$ cat src/rtl/thermal_clkmod_pkg.sv
package thermal_clkmod_pkg;
  // Counter width that never collapses to zero bits
  function automatic int cnt_w(input int n);
    return (n < 2) ? 1 : $clog2(n);
  endfunction
endpackage

$ cat src/rtl/clkmod_phase_counter.sv
module clkmod_phase_counter
  import thermal_clkmod_pkg::*;
#(
  parameter int ON_TICKS     = 8,
  parameter int PERIOD_TICKS = 32
) (
  input  logic clk,
  input  logic rst,
  input  logic start,
  input  logic adv,
  output logic last,
  output logic on_after_adv
);
  localparam int PW = cnt_w(PERIOD_TICKS);
  localparam logic [PW-1:0] LAST_PH = PW'(PERIOD_TICKS - 1);

  logic [PW-1:0] phase;

  always_ff @(posedge clk) begin
    if (rst || start) begin
      phase <= '0;
    end else if (adv) begin
      phase <= (phase == LAST_PH) ? '0 : phase + 1'b1;
    end
  end

  assign last = (phase == LAST_PH);
  // After a wrap the phase is 0, which is always an enabled phase
  assign on_after_adv = last ? 1'b1 : ((int'(phase) + 1) < ON_TICKS);


  phase_hold_chk: assert property (@(posedge clk) disable iff (rst)
    (!adv && !start) |=> $stable(phase));
endmodule

$ cat src/rtl/clkmod_hyst_timer.sv
module clkmod_hyst_timer
  import thermal_clkmod_pkg::*;
#(
  parameter int HYST_TICKS = 16
) (
  input  logic clk,
  input  logic rst,
  input  logic load,
  input  logic dec,
  output logic expired
);
  localparam int HW = cnt_w(HYST_TICKS + 1);
  localparam logic [HW-1:0] RELOAD = HW'(HYST_TICKS);

  logic [HW-1:0] cnt;

  always_ff @(posedge clk) begin
    if (rst) begin
      cnt <= '0;
    end else if (load) begin
      cnt <= RELOAD;
    end else if (dec && cnt != '0) begin
      cnt <= cnt - 1'b1;
    end
  end

  assign expired = (cnt == '0);


  hyst_nowrap_chk: assert property (@(posedge clk) disable iff (rst)
    (!load && expired) |=> expired);
endmodule

$ cat src/rtl/thermal_clkmod_gate.sv
module thermal_clkmod_gate
  import thermal_clkmod_pkg::*;
#(
  parameter int ON_TICKS     = 8,
  parameter int PERIOD_TICKS = 32,
  parameter int HYST_TICKS   = 16
) (
  input  logic clk,
  input  logic rst,
  input  logic over_temp,
  input  logic fv_at_min,
  input  logic ref_tick,
  output logic clk_en,
  output logic throttle_on
);
  logic engage, leave, last, on_after_adv, expired;
  logic hyst_load, hyst_dec, adv;

  assign engage    = !throttle_on && over_temp && fv_at_min;
  assign leave     = throttle_on && !over_temp && expired && ref_tick && last;
  assign hyst_load = over_temp && (throttle_on || fv_at_min);
  assign hyst_dec  = throttle_on && ref_tick;
  assign adv       = throttle_on && ref_tick;

  clkmod_phase_counter #(
    .ON_TICKS(ON_TICKS), .PERIOD_TICKS(PERIOD_TICKS)
  ) u_phase (
    .clk(clk), .rst(rst), .start(engage), .adv(adv),
    .last(last), .on_after_adv(on_after_adv)
  );

  clkmod_hyst_timer #(
    .HYST_TICKS(HYST_TICKS)
  ) u_hyst (
    .clk(clk), .rst(rst), .load(hyst_load), .dec(hyst_dec),
    .expired(expired)
  );

  always_ff @(posedge clk) begin
    if (rst) begin
      throttle_on <= 1'b0;
      clk_en      <= 1'b1;
    end else if (engage) begin
      throttle_on <= 1'b1;
      clk_en      <= 1'b1;
    end else if (leave) begin
      throttle_on <= 1'b0;
      clk_en      <= 1'b1;
    end else if (adv) begin
      clk_en      <= on_after_adv;
    end
  end


  idle_enable_chk: assert property (@(posedge clk) disable iff (rst)
    !throttle_on |-> clk_en);

  no_lone_engage_chk: assert property (@(posedge clk) disable iff (rst)
    (!throttle_on && !(over_temp && fv_at_min)) |=> !throttle_on);

  start_on_phase_chk: assert property (@(posedge clk) disable iff (rst)
    $rose(throttle_on) |-> (clk_en && $past(fv_at_min)));

  exit_on_tick_chk: assert property (@(posedge clk) disable iff (rst)
    $fell(throttle_on) |-> $past(ref_tick && !over_temp));

  hyst_armed_chk: assert property (@(posedge clk) disable iff (rst)
    (throttle_on && over_temp && HYST_TICKS > 0) |=> !expired);
endmodule

$ cat config.mk
export PLATFORM = sky130hd
export DESIGN_NAME = thermal_clkmod_gate
export DESIGN_NICKNAME = d
export VERILOG_FILES = /design/src/rtl/thermal_clkmod_pkg.sv /design/src/rtl/clkmod_phase_counter.sv /design/src/rtl/clkmod_hyst_timer.sv /design/src/rtl/thermal_clkmod_gate.sv
export SDC_FILE = /design/constraint.sdc
export NUM_CORES = 1
export LEC_CHECK = 0
export CAP_MARGIN = 20
export CORE_AREA = 2 2 42 44
export DETAILED_ROUTE_END_ITERATION = 10
export DIE_AREA = 0 0 44 46
export PLACE_DENSITY_LB_ADDON = 0.12
export SYNTH_ARGS = -nofsm -noshare
export SYNTH_HDL_FRONTEND = slang
export SYNTH_SLANG_ARGS = --single-unit
$ cat constraint.sdc
create_clock -name clk -period 4.3 [get_ports clk]
set_input_delay 0.86 -clock clk [delete_from_list [all_inputs] [get_ports clk]]
set_output_delay 0.86 -clock clk [all_outputs]
set_load 0.03 [all_outputs]
==> results.json, run 1 <==
{
  "status": "complete, no violations",
  "clk_root_buffer_cell": "clkbuf_4",
  "path_max_fanout": 7,
  "clock-sinks": 12,
  "avgRoutedWirePerCell_um": 12.4,
  "clk_path_buf_depth": 2,
  "postCtsHoldBufs": 0,
  "tightest_slew_ns": 0.486,
  "place_inst": 92,
  "finalNonFillerCells": 95,
  "diodes": 0,
  "final_common_cell": "dfxtp_1",
  "finalHoldViolations": 0,
  "peakVddDrop_uv": 144,
  "final_nets": 88,
  "globalplace.congestion": 0.811,
  "crit_required_ns": 3.44,
  "finalClockSkew_ns": 0.00392,
  "drv_slew": 0,
  "setup_violations": 0,
  "min_period_ns": 2.28,
  "worstSetupEndpointType": "primary output",
  "avgSynthCellArea_um2": 8.51,
  "dr.pass1.iters": 4,
  "path_delay_family": "buffers and inverters",
  "tns_ns": 0,
  "synth-seq-cells": 12,
  "fin_crit_sh_pct": 53.0,
  "grt_pass1_vias": 507,
  "cts_made_buffers": 3,
  "routed_wl_um": 1180,
  "clk_pin_slew_worst_paths_ns": 0.07,
  "hp-class": "flip-flop to flip-flop",
  "cts_tree": "done",
  "max_cap_viol_count": 0,
  "die_y_um": 46,
  "via_per_inst": 5.53,
  "antenna_left": 0,
  "path_cells": "clkdlybuf4s50_1",
  "area_growth_pct": 16.8,
  "drt-initial-drc-count": 16,
  "slowest_stage": "clkdlybuf4s50_1",
  "drc": 0,
  "grtUsageTotal_pct": 15.2,
  "ys_seq_area_share_pct": 40.3,
  "worst-path-buf-inv": 1,
  "syn_nets": 78,
  "placementRows": 15,
  "overflow": 0,
  "clock_latency_ns": 0.26,
  "die_w_um": 44,
  "setup.worst_path.start_class": "flip-flop",
  "drive_gt1_share_pct": 8.97,
  "cpPeakStageDelay_ns": 0.71,
  "leakage_nw": 0.255,
  "port_buffers": 6,
  "post-dp-hpwl_um": 871,
  "initial_utilization_pct": 36.9,
  "rsz0062_at_grt": "false",
  "yosysUniqueCellTypes": 25,
  "worstSetupPathType": "flip-flop to primary output",
  "antenna_found_initial": 0,
  "boundaryPins": 7,
  "grt_max_degree": 15,
  "synth_warnings": 0,
  "htree_levels": 1,
  "grt_first_pass_wirelength_um": 2210,
  "synth_area_um2": 596,
  "p_per_area_nw_per_um2": 295,
  "crit_arrival_ns": 1.42,
  "final_cell_mix": "12 x dfxtp_1, 10 x a21oi_1",
  "num_vias": 525,
  "fmax_ghz": 0.439,
  "core_region_area_um2": 1610,
  "maxSlewHeadroom_pct": 67.5,
  "cts_post_setup_buffers_inserted": 0,
  "postCtsResizedCells": 0,
  "dieArea_um2": 2020,
  "netlist_instances": 70
}
-- area by class of cell --
| type | count | area (µm²) |
|---|---|---|
| inverters | 3 | 11.3 |
| fillers | 166 | 918 |
| clock buffers | 3 | 22.5 |
| multi-input cells | 54 | 340 |
| well taps | 17 | 21.3 |
| flip-flops and latches | 12 | 240 |
| repair buffers | 6 | 60.1 |
-- registers in the layout (all words and copies together) (netlist names) --
signal,count
u_hyst.cnt,5
u_phase.phase,5
throttle_on,1
clk_en,1
-- power breakdown --
part	total (mW)	leakage (nW)	switching, mW	internal (mW)
combinational	0.0220	0.143	0.0118	0.0102
sequential	0.117	0.0973	0.00300	0.114
clock	0.0670	0.0138	0.0347	0.0323
total	0.206	0.255	0.0495	0.156
-- cells in the mapped netlist (all sizes together) --
cell     n  area [µm²]
clkbuf   1        3.75
a21oi   10        50.1
o21bai   2        15.0
inv      3        11.3
nand2    6        22.5
ha       3        37.5
o31ai    1        7.51
nand3    1        5.00
dfxtp   12         240
and2     1        6.26
nand3b   1        7.51
or3b     1        8.76
a31oi    1        6.26
and3     2        12.5
o21ai    6        30.0
o41ai    1        8.76
mux2     1        11.3
nor4     1        6.26
nor4b    1        15.0
or4      2        15.0
nand2b   1        6.26
or3      3        20.0
nor2     6        22.5
a311oi   3        26.3
-- per-stage QoR --
| step | hold slack, ns | area, µm² | setup WS, ns | total power, mW | utilization [%] |
|---|---|---|---|---|---|
| 2_1_floorplan | 0.454 | 596 | 2.54 | 0.132 | - |
| 3_3_place_gp | 0.484 | 673 | 1.96 | 0.141 | 41.7 |
| 3_5_place_dp | 0.476 | 673 | 1.92 | 0.141 | 41.7 |
| 4_1_cts | 0.485 | 696 | 2.01 | 0.209 | 43.1 |
| 5_1_grt | 0.532 | 696 | 1.95 | 0.220 | 43.1 |
| 6_report | 0.480 | 696 | 2.02 | 0.206 | 43.1 |
-- cell families (layout without fill, tap and decap cells) --
logic type      Yosys count  in the layout  share of synthesized area, %
compound gates           24             24                          24.2
fa+ha+maj                 3              3                          6.30
buf+inv                   4             12                          2.52
flops                    12             12                          40.3
mux                       1              1                          1.89
simple gates             26             26                          24.8
-- per-layer routing --
layer | GRT usage, % | share of wire, % | vias up
met5 | 0 | 0 | -
li1 | - | - | 283
met4 | 10.9 | 1.1 | 0
met2 | 21.2 | 44 | 11
met3 | 2.38 | 3.4 | 2
met1 | 21.1 | 52 | 229
-- path summary, 6_finish.rpt --
| kind | start | endpoint | slack (ns) | cells past startpoint |
|---|---|---|---|---|
| worst max-delay path | throttle_on | throttle_on | 2.02 | 1 |
| worst min-delay path | u_phase.phase[4] | u_phase.phase[4] | 0.48 | 2 |
| worst max register to register | u_phase.phase[0] | u_phase.phase[2] | 2.37 | 6 |
| worst min register to register | u_phase.phase[4] | u_phase.phase[4] | 0.48 | 2 |
Power figures use the tool's default switching activity.
==> run 2, diff against run 1 <==
==> constraint.sdc (replaced) <==
create_clock -name clk -period 2.15 [get_ports clk]
set_input_delay 0.43 -clock clk [delete_from_list [all_inputs] [get_ports clk]]
set_output_delay 0.43 -clock clk [all_outputs]
set_load 0.03 [all_outputs]
==> run 2 against run 1 <==
Effect of this change:
- design area increased by 3.1%
- global-route usage down 0.40 points
- routed wire length rose by 0.76%
- total power increased by 120%
- highest routed layer unchanged
- largest power group unchanged
- flip-flop and latch count unchanged
==> results.json, run 2 (synthesis results as in run 1) <==
{
  "status": "complete, no violations",
  "clk_path_buf_depth": 2,
  "crit_required_ns": 2.35,
  "rsz0062_at_grt": "false",
  "dp_slack_ns": 0.265,
  "setup_slack_ns": 0.251,
  "overflow": 0,
  "finalNonFillerCells": 97,
  "htree_levels": 1,
  "min_period_ns": 1.90,
  "reg2reg_slack_ns": 0.25,
  "cts_made_buffers": 3,
  "clk_pin_slew_worst_paths_ns": 0.07,
  "path_max_fanout": 5,
  "num_vias": 542,
  "boundaryPins": 7,
  "routed_wl_um": 1190,
  "die_w_um": 44,
  "cts_post_setup_buffers_inserted": 0,
  "grt_pass1_vias": 490,
  "drive_gt1_share_pct": 11.3,
  "grt_max_degree": 12,
  "finalClockSkew_ns": 0.00828,
  "dr.pass1.iters": 4,
  "r2r_end": "u_phase.phase[2]",
  "antenna_found_initial": 0,
  "p_per_area_nw_per_um2": 639,
  "reg_top3": "u_hyst.cnt (5), u_phase.phase (5)",
  "cts_tree": "done",
  "cp-startpoint": "u_phase.phase[0]",
  "avgRoutedWirePerCell_um": 12.2,
  "rr_startpoint": "u_phase.phase[0]",
  "drt-initial-drc-count": 13,
  "hold_start": "u_phase.phase[4]",
  "core_region_area_um2": 1610,
  "max_cap_viol_count": 0,
  "port_buffers": 6,
  "fmax_ghz": 0.527,
  "setup_violations": 0,
  "final_nets": 89,
  "globalplace.congestion": 0.741,
  "clock_latency_ns": 0.28,
  "diodes": 0,
  "nFillCells": 164,
  "die_y_um": 46,
  "final_common_cell": "dfxtp_1",
  "worstSetupPathType": "flip-flop to flip-flop",
  "worstSetupEndpointType": "flip-flop",
  "tightest_slew_ns": 0.505,
  "grt_first_pass_wirelength_um": 2120,
  "grtUsageTotal_pct": 14.8,
  "dieArea_um2": 2020,
  "drv_slew": 0,
  "via_per_inst": 5.59,
  "clock-sinks": 12,
  "setup.worst_path.start_class": "flip-flop",
  "post-dp-hpwl_um": 886,
  "postCtsHoldBufs": 0,
  "r2r.worst_path.cells": 6,
  "maxSlewHeadroom_pct": 66.2,
  "place_inst": 93,
  "drc": 0,
  "leakage_nw": 0.266,
  "finalHoldViolations": 0,
  "cp-endpoint": "u_phase.phase[2]",
  "crit_arrival_ns": 2.10,
  "placementRows": 15,
  "hp-class": "flip-flop to flip-flop",
  "area_growth_pct": 20.4,
  "fin_crit_sh_pct": 88.3,
  "final_cell_mix": "12 x dfxtp_1, 10 x a21oi_1",
  "antenna_left": 0,
  "clk_root_buffer_cell": "clkbuf_4",
  "tns_ns": 0,
  "initial_utilization_pct": 36.9,
  "peakVddDrop_uv": 480,
  "postCtsResizedCells": 0
}
run 2: changes by cell type in the layout (fill, tap and decap cells not counted), sizes merged:
cell    before  now
buf          0    1
clkbuf       3    4
run 2: how the worst min path moves through the flow:
stage	end	slack (ns)	depth (start not counted)
final	u_phase.phase[4]	0.49	2
after floorplan	u_phase.phase[4]	0.45	2
after CTS	u_phase.phase[4]	0.49	2
after detailed placement	u_phase.phase[4]	0.48	2
after global placement	u_phase.phase[4]	0.48	2
after global routing	u_phase.phase[4]	0.51	2
run 2: power by group:
group,internal [mW],total (mW),switching [mW]
Combinational,0.0213,0.0448,0.0235
Clock,0.103,0.180,0.0773
Sequential,0.227,0.233,0.00595
run 2: final cells by class:
class,count,area (µm²),area share [%]
flip-flops and latches,12,240,33.5
repair buffers,7,67.6,9.42
multi-input cells,54,340,47.5
well taps,17,21.3,2.97
clock buffers,4,36.3,5.06
inverters,3,11.3,1.57
run 2: critical path: stages, from the launching register on:
cell and delay, ns:
dfxtp_1 0.35, ha_1 0.24, and3_1 0.19, ha_1 0.23
nand3b_1 0.22, or3b_2 0.47, a21oi_1 0.14
run 2: per-layer routing:
layer	wire (µm)	up-vias	track usage [%]	share of wire, %
li1	-	284	-	-
met1	544	247	16.3	46
met2	575	9	24.7	48
met3	52	2	7.14	4.4
met4	15	0	5.45	1.3
met5	0	-	0	0
run 2: metrics by stage:
| stage | total power, mW | hold WS, ns | util [%] | instance area, µm² |
|---|---|---|---|---|
| floorplan | 0.264 | 0.454 | - | 596 |
| global placement | 0.284 | 0.480 | 42.2 | 681 |
| detailed placement | 0.283 | 0.481 | 42.2 | 681 |
| CTS | 0.467 | 0.492 | 44.4 | 717 |
| global route | 0.489 | 0.515 | 44.4 | 717 |
| finish | 0.458 | 0.492 | 44.4 | 717 |
